## config.mk

```make
export PLATFORM = sky130hd
export DESIGN_NAME = wake_event_ctrl
export DESIGN_NICKNAME = d
export VERILOG_FILES = /design/src/rtl/wake_event_ctrl.sv
export SDC_FILE = /design/constraint.sdc
export NUM_CORES = 1
export LEC_CHECK = 0
export BUFFER_PORTS_ARGS = -buffer_cell sky130_fd_sc_hd__buf_2
export CAP_MARGIN = 10
export CORE_ASPECT_RATIO = 1.1
export CORE_UTILIZATION = 55
export CTS_CLUSTER_SIZE = 12
export DETAILED_ROUTE_END_ITERATION = 6
export PLACE_DENSITY = 0.82
export SYNTH_ARGS = -nofsm -noshare
export SYNTH_HDL_FRONTEND = slang
export SYNTH_SLANG_ARGS = --single-unit
```

## constraint.sdc

```tcl
create_clock -name clk -period 1.8 [get_ports clk]
set_input_delay 0.36 -clock clk [delete_from_list [all_inputs] [get_ports clk]]
set_output_delay 0.36 -clock clk [all_outputs]
set_load 0.01 [all_outputs]
```

## src/rtl/wake_event_ctrl.sv

```systemverilog
module wake_event_ctrl #(
  parameter int NUM_GPIO = 8
) (
  input  logic                clk,
  input  logic                rst_n,
  input  logic                wr_en,
  input  logic [2:0]          addr,
  input  logic [7:0]          wdata,
  output logic [7:0]          rdata,
  input  logic [NUM_GPIO-1:0] gpio_in,
  input  logic [1:0]          ring_n,
  input  logic                kbd_data,
  input  logic                mouse_data,
  input  logic                fan_evt,
  input  logic                smi_group,
  output logic                pme_o,
  output logic                pme_oe_n
);
  localparam int NG   = NUM_GPIO;
  localparam int NSRC = NG + 5;

  logic [NSRC-1:0] raw, s1, s2, prv, rise, fall;
  logic [1:0]      warm;
  logic            armed;

  assign raw = {fan_evt, mouse_data, kbd_data, ring_n, gpio_in};

  always_ff @(posedge clk or negedge rst_n)
    if (!rst_n) begin
      s1 <= '0; s2 <= '0; prv <= '0; warm <= '0;
    end else begin
      s1  <= raw;
      s2  <= s1;
      prv <= s2;
      if (warm != 2'd3) warm <= warm + 2'd1;
    end

  assign armed = (warm == 2'd3);
  assign rise  = s2 & ~prv;
  assign fall  = ~s2 & prv;

  logic          glb_en, act_hi, smi_route, push_pull;
  logic [NG-1:0] gpio_sts, gpio_en, gpio_inv, gpio_both, gpio_hit, gpio_set;
  logic [4:0]    misc_sts, misc_en_lo, misc_set;
  logic          misc_en3;
  logic [5:0]    misc_view, misc_en;

  for (genvar i = 0; i < NG; i++) begin : g_edge
    assign gpio_hit[i] = gpio_both[i] ? (rise[i] | fall[i])
                       : (gpio_inv[i] ? fall[i] : rise[i]);
  end

  assign gpio_set = gpio_hit & {NG{armed}};
  assign misc_set = {rise[NG+4], fall[NG+3], fall[NG+2], fall[NG+1], fall[NG]}
                    & {5{armed}};

  logic wr_ctl, wr_cfg, wr_gs, wr_ge, wr_ms, wr_me, wr_inv, wr_both;
  assign wr_ctl  = wr_en && addr == 3'd0;
  assign wr_cfg  = wr_en && addr == 3'd1;
  assign wr_gs   = wr_en && addr == 3'd2;
  assign wr_ge   = wr_en && addr == 3'd3;
  assign wr_ms   = wr_en && addr == 3'd4;
  assign wr_me   = wr_en && addr == 3'd5;
  assign wr_inv  = wr_en && addr == 3'd6;
  assign wr_both = wr_en && addr == 3'd7;

  logic [NG-1:0] gpio_clr;
  logic [4:0]    misc_clr;
  assign gpio_clr = wr_gs ? wdata[NG-1:0] : '0;
  assign misc_clr = wr_ms ? {wdata[5:4], wdata[2:0]} : '0;

  always_ff @(posedge clk or negedge rst_n)
    if (!rst_n) begin
      glb_en <= 1'b0; act_hi <= 1'b0; smi_route <= 1'b0; push_pull <= 1'b0;
      gpio_sts <= '0; gpio_en <= '0; gpio_inv <= '0; gpio_both <= '0;
      misc_sts <= '0; misc_en_lo <= '0; misc_en3 <= 1'b0;
    end else begin
      gpio_sts <= (gpio_sts & ~gpio_clr) | gpio_set;
      misc_sts <= (misc_sts & ~misc_clr) | misc_set;
      if (wr_ctl) glb_en <= wdata[0];
      if (wr_cfg) begin
        act_hi    <= wdata[0];
        smi_route <= wdata[5];
        push_pull <= wdata[7];
      end
      if (wr_ge)   gpio_en   <= wdata[NG-1:0];
      if (wr_inv)  gpio_inv  <= wdata[NG-1:0];
      if (wr_both) gpio_both <= wdata[NG-1:0];
      if (wr_me) begin
        misc_en_lo <= {wdata[5:4], wdata[2:0]};
        misc_en3   <= wdata[3];
      end
    end

  assign misc_view = {misc_sts[4:3], smi_group & smi_route, misc_sts[2:0]};
  assign misc_en   = {misc_en_lo[4:3], misc_en3, misc_en_lo[2:0]};

  logic pending, req;
  assign pending = |(gpio_sts & gpio_en) | |(misc_view & misc_en);
  assign req     = glb_en & pending;

  assign pme_o    = push_pull ? (req ? act_hi : ~act_hi) : act_hi;
  assign pme_oe_n = push_pull ? 1'b0 : ~req;

  always_comb
    case (addr)
      3'd0:    rdata = {6'b0, pending, glb_en};
      3'd1:    rdata = {push_pull, 1'b0, smi_route, 4'b0, act_hi};
      3'd2:    rdata = 8'(gpio_sts);
      3'd3:    rdata = 8'(gpio_en);
      3'd4:    rdata = {2'b0, misc_view};
      3'd5:    rdata = {2'b0, misc_en};
      3'd6:    rdata = 8'(gpio_inv);
      default: rdata = 8'(gpio_both);
    endcase
endmodule


```

==> metrics.yaml, run 1 <==
routabilityCongestion: 0.881
rsz0062_at_grt: "true"
wl_per_cell_um: 17.7
clockBufferDepth: 2
n_antenna_cell: 0
ant_nets: 0
core_area_sq_um: 6750
max_freq_mhz: 447
slowest_delay_ns: 0.41
vias: 2741
reg2reg_from: "s2[1]"
violations: "negative setup slack"
cts-root-buf: "clkbuf_8"
post-place-ws_ns: -0.158
crit_type: "flop to output pin"
dp_hpwl_mm: 6.06
ios: 38
grt_pass1_wl_mm: 13.6
syn_nets: 351
crit_fanout: 2
cp_cell_sequence: "a22oi_2, nand3_1, o41ai_2, xor2_1, buf_2"
grt_max_degree: 49
slew_headroom_pct: 73.3
fin_nets: 437
yosysSeqAreaShare_pct: 56.1
syn_area_sq_um: 3930
synth_flop_cell: "dfrtp_1"
min-delay-start: "gpio_in[1]"
viasPerCell: 5.72
dpl.cell_count: 461
period_needed_ns: 2.24
max-cap-violations: 0
tightest_slew_ns: 0.399
finalSetupViolations: 10
start_util_pct: 58.2
hold_slack_ns: 0.102
reg2reg_depth: 5
grt_pass1_vias: 2767
rrSetupSlack_ns: 0.42
std_cell_rows: 31
cp.arrival_ns: 1.88
p_leak_nw: 2.27
holdPathEnd: "s1[1]"
cts.sinks: 88
ys_warn_count: 0
antenna_found_initial: 0
finalMaxSlewViolations: 0
p_per_area_nw_per_um2: 971
io_buffers: 37
cts_made_buffers: 9
area_delta_synth_final_pct: 24.0
clk_pin_slew_ns: 0.08
fin_crit_sh_pct: 124
final_common_cell: "dfrtp_1"
async_flop_share_pct: 100
grt_overflow_total: 0
synth_edf_count: 0
utilization_pct: 72.1
critPathBufInv: 1
synth_seq_cells: 88
outcome: "complete, but fails checks"
clkLatencyLatePin_ns: 0.36
cts_tree: "yes"
worstPathRequired_ns: 1.44
drtIter0Drc: 143
ir_drop_v: 0.000626
end_kind: "output pin"
grtUsageTotal_pct: 25.1
final_cell_mix: "dfrtp_1 (88), buf_4 (36), buf_2 (34), mux2_2 (31), nand2_1 (23)"
drc: 0
hp-class: "input pin to flop"
cp_slowest_cell: "dfrtp_1"
timing.final.ws_setup_ns: -0.436
finClkSkew_ns: 0.00553
synth_cells: 306
stdcell_count: 479
routed_wl_mm: 8.47
synth_area_per_cell_sq_um: 12.8
firstDrtPassIters: 4
die_y_um: 90.6
cp_top_family: "compound AO/OA/AOI/OAI gates"
yosysUniqueCellTypes: 46
hold_path_depth: 1
hold_violations: 0
layout-drive-gt1-share_pct: 41.3
cp-start-kind: "flop"
htreeDepth: 3
r2r_end: "gpio_sts[1]"
dieArea_sq_um: 7480
die_w_um: 82.6
[final cells by class]
class                   count  area (sq um)
inverters                  21          78.8
repair buffers             86           642
well taps                  82           103
flip-flops and latches     88          2200
clock buffers              11           131
fillers                   458          1880
clock inverters             5          57.6
multi-input cells         186          1650
[sequential cells by signal, indices dropped and copies added (netlist names)]
signal and count:
gpio_inv 8, misc_en_lo 5, prv 13, act_hi 1
gpio_both 8, misc_en3 1, gpio_sts 8, gpio_en 8
s1 13, glb_en 1, misc_sts 5, smi_route 1
s2 13, warm 2, push_pull 1
[worst max-delay path by stage]
stage | start | endpoint | slack [ns] | cells past startpoint
CTS | gpio_en[5] | pme_o | -0.42 | 5
global route | gpio_en[5] | pme_o | -0.56 | 5
floorplan | gpio_sts[6] | pme_o | 0.15 | 4
global placement | gpio_sts[6] | pme_o | -0.08 | 5
finish | gpio_en[5] | pme_o | -0.44 | 5
detailed placement | gpio_sts[6] | pme_o | -0.16 | 5
[repair_timing]
item / CTS / global route
buffers inserted: 1 / 0
gates resized for setup: 23 / 8
endpoints found under the hold margin: 6 / 0
hold buffers: 1 / 0
endpoints found under the setup margin: 10 / 10
pin swaps: 11 / 8
[report_power, final]
group	internal (W)	switching, W
registers	0.00221	0.000210
logic	0.000558	0.000427
clock network	0.000643	0.000686
[cells in the mapped netlist, types with 2 or more instances]
cell type	count	area share, %
clkbuf_1	3	0.29
o31ai_1	2	0.38
nor2b_1	11	1.8
o2bb2ai_1	2	0.45
mux2_4	8	3.1
a22oi_1	11	2.1
a32o_1	4	1.0
o21ai_0	4	0.51
ha_1	17	5.4
buf_6	2	0.57
a221oi_1	3	0.67
nor2_1	4	0.38
buf_4	2	0.38
mux4_2	2	1.1
inv_1	21	2.0
a21oi_1	13	1.7
nand3_1	4	0.51
a211oi_1	8	1.5
dfrtp_1	88	56
nand2_1	24	2.3
buf_2	4	0.51
nor3_1	2	0.25
o22a_1	2	0.45
a22o_1	10	2.2
mux2_2	32	9.2
mux2i_1	3	0.76
[kinds of logic (layout without fill, tap and decap cells)]
kind of cell               after synthesis  after routing  share of synthesized area (%)
adders and majority gates               17             17                           5.42
and+or+nand+nor                         59             59                           8.41
xor gates and xnor gates                 2              2                          0.446
buffers and inverters                   32            123                           3.76
muxes                                   45             45                           14.1
AOI/OAI and AO/OA                       63             63                           11.8
DFF                                     88             88                           56.1
[per-layer routing]
metal	share of wire, %	vias to the layer above	global-route usage [%]
li1	-	1277	-
met1	45	1385	33.3
met2	49	61	39.7
met3	3.1	18	4.55
met4	2.3	0	11.5
met5	0	-	0
[metrics by stage]
step,setup TNS (ns),total power (W),area (sq um)
2_1_floorplan,0,0.00290,3930
3_3_place_gp,-0.255,0.00328,4540
3_5_place_dp,-0.717,0.00333,4540
4_1_cts,-2.22,0.00473,4840
5_1_grt,-2.94,0.00496,4870
6_report,-2.20,0.00473,4870
[worst reg2reg max path: stages (launching register included)]
cell      delay (ns)
dfrtp_1         0.40
ha_1            0.20
nor2b_1         0.12
a211oi_1        0.23
a21oi_1         0.08
a22o_1          0.24
No activity file was read; power rests on OpenSTA's default activity.
==> run 2, diff against run 1 <==
--- a/config.mk
+++ b/config.mk
@@ -5,6 +5,7 @@
 export SDC_FILE = /design/constraint.sdc
 export NUM_CORES = 1
 export LEC_CHECK = 0
+export ABC_AREA = 1
 export BUFFER_PORTS_ARGS = -buffer_cell sky130_fd_sc_hd__buf_2
 export CAP_MARGIN = 10
 export CORE_ASPECT_RATIO = 1.1
==> run 2 against run 1 <==
Net effect: the run still ends with negative setup slack left; sequential power shrank 2%; total power shrank 5.0%; critical endpoint unchanged; worst hold slack gained 0.0039 ns; fmax grew 15%; synthesized area shrank 2.8%; clock skew grew 0.0034 ns; highest routed layer unchanged; combinational power shrank 35%; largest cell class unchanged; critical path type unchanged.
==> metrics.yaml, run 2 <==
vias: 3002
cp_cell_sequence: "nand2_1, nand2_1, inv_1, nand2_1, nor2_2, nand2_2, nand2_1, nand2_1, nand2_1, nand2_1, buf_2"
firstDrtPassIters: 6
dr.max_layer_used: "met4"
synth_cells: 416
crit_cells: 11
cts-root-buf: "clkbuf_8"
rsz0062_at_grt: "true"
synth_top_area_share_pct: 57.7
violations: "negative setup slack"
synth_flop_cell: "dfrtp_1"
synth_commonest_cells: "nand2_1 (141), dfrtp_1 (88), o21ai_0 (44), inv_1 (41), nor2_1 (21)"
nFillCells: 531
fin_crit_sh_pct: 108
final_cell_mix: "nand2_1 (140), dfrtp_1 (88), o21ai_0 (44), inv_1 (41), buf_2 (35)"
dieArea_sq_um: 7280
cp_slowest_cell: "dfrtp_1"
multiInputGateArea_sq_um: 1420
period_needed_ns: 1.94
die_y_um: 89.4
yosysUniqueCellTypes: 27
yosysSeqAreaShare_pct: 57.7
cp.arrival_ns: 1.58
area_delta_synth_final_pct: 15.9
hold_path_depth: 1
wl_per_cell_um: 14.7
cts_tree: "yes"
grt_max_degree: 39
n_antenna_cell: 0
async_flop_share_pct: 100
synth_seq_cells: 88
wl_met1_mm: 3.29
cts.sinks: 88
tightest_slew_ns: 0.383
synthTopCellsByArea: "dfrtp_1 (58%), nand2_1 (14%), o21ai_0 (5.8%), ha_1 (5.6%), inv_1 (4.0%)"
tns_ns: -0.269
outcome: "complete, but fails checks"
start_util_pct: 57.6
antenna_found_initial: 0
routabilityCongestion: 0.814
final_common_cell: "nand2_1"
grtUsageTotal_pct: 25.6
utilization_pct: 66.7
core_area_sq_um: 6630
clkLatencyLatePin_ns: 0.36
routed_wl_mm: 8.18
yosysTopAreaCell: "dfrtp_1"
synth_area_per_cell_sq_um: 9.18
io_buffers: 37
met3_length_um: 603
cts_made_buffers: 9
ys_warn_count: 0
ir_drop_v: 0.000657
slew_headroom_pct: 74.4
p_per_area_nw_per_um2: 1020
hp-class: "input pin to flop"
timing.final.ws_setup_ns: -0.140
max-cap-violations: 0
end_kind: "output pin"
cp_top_family: "simple AND/OR/NAND/NOR gates"
die_w_um: 81.4
syn_area_sq_um: 3820
ios: 38
reg2reg_depth: 5
viasPerCell: 5.41
crit_fanout: 3
clockBufferDepth: 2
critPathBufInv: 2
synth_edf_count: 0
fin_nets: 513
layout-drive-gt1-share_pct: 18.2
p_leak_nw: 2.27
finalMaxSlewViolations: 0
reg.largest.list: "prv: 13 flops, s1: 13 flops, s2: 13 flops"
stdcell_count: 555
dpl.cell_count: 534
htreeDepth: 3
clk_pin_slew_ns: 0.09
finalSetupViolations: 3
cp-start-kind: "flop"
max_freq_mhz: 516
crit_type: "flop to output pin"
worstPathRequired_ns: 1.44
finClkSkew_ns: 0.00897
drtIter0Drc: 265
drc: 0
slowest_delay_ns: 0.42
hold_violations: 0
ant_nets: 0
std_cell_rows: 31
grt_overflow_total: 0
grt_pass1_vias: 2864
critPathMostFrequentCell: "nand2_1"
post-synth-top-count-cell: "nand2_1"
routed-wl-met2_mm: 4.06
syn_nets: 461
grt_pass1_wl_mm: 13.4
dp_hpwl_mm: 5.48
regArea_sq_um: 2200
==> run 2: cell families after synthesis <==
| kind of cell | count (synthesis) | share of synthesized area [%] |
|---|---|---|
| AO/OA/AOI/OAI | 69 | 10.4 |
| XOR/XNOR | 1 | 0.229 |
| flip-flops | 88 | 57.7 |
| AND/OR/NAND/NOR | 188 | 20.6 |
| adder cells (fa/ha/maj) | 17 | 5.57 |
| buffers and inverters | 53 | 5.54 |
==> run 2: layer usage <==
| metal | GRT usage (%) | vias to the layer above |
|---|---|---|
| met3 | 5.10 | 21 |
| met2 | 41.4 | 145 |
| met1 | 33.1 | 1407 |
| met4 | 11.9 | 0 |
| li1 | - | 1429 |
| met5 | 0 | - |
==> run 2: worst paths after layout <==
kind | startpoint | end | slack (ns)
max | misc_en_lo[0] | pme_o | -0.14
min | gpio_in[4] | s1[4] | 0.11
max reg2reg | warm[0] | misc_sts[0] | 0.63
min reg2reg | s1[3] | s2[3] | 0.35
max in group asynchronous | rst_n | gpio_sts[2] | 0.84
min in group asynchronous | rst_n | misc_en_lo[2] | 0.43
==> run 2: metrics by stage <==
step	setup WS, ns	cell area, sq um	power [W]	hold WS [ns]
after floorplan	0.265	3820	0.00274	0.0644
after global placement	0.0483	4140	0.00295	0.276
after detailed placement	0.0125	4140	0.00299	0.281
after CTS	-0.160	4380	0.00448	0.0963
after global routing	-0.252	4430	0.00472	0.0887
final	-0.140	4430	0.00449	0.106
==> run 2: cell type report <==
type	instances	share of cell area, %
timing repair buffer	48	6.87
inverter	46	4.01
clock buffer	10	3.11
sequential	88	49.8
clock inverter	6	1.87
multi-input combinational	275	32.1
tap	82	2.32
==> run 2: power breakdown <==
part	internal, W	total (W)	switching [W]
sequential	0.00218	0.00236	0.000176
combinational	0.000263	0.000641	0.000378
clock	0.000812	0.00150	0.000683
total	0.00326	0.00449	0.00124
==> run 2: repair_timing <==
| item | 4_1_cts | 5_1_grt |
|---|---|---|
| setup buffers | 1 | 4 |
| gates resized for setup | 0 | 8 |
| hold endpoints to repair | 20 | 0 |
| hold buffers | 1 | 0 |
| pin swaps | 3 | 5 |
| setup endpoints to repair | 3 | 8 |
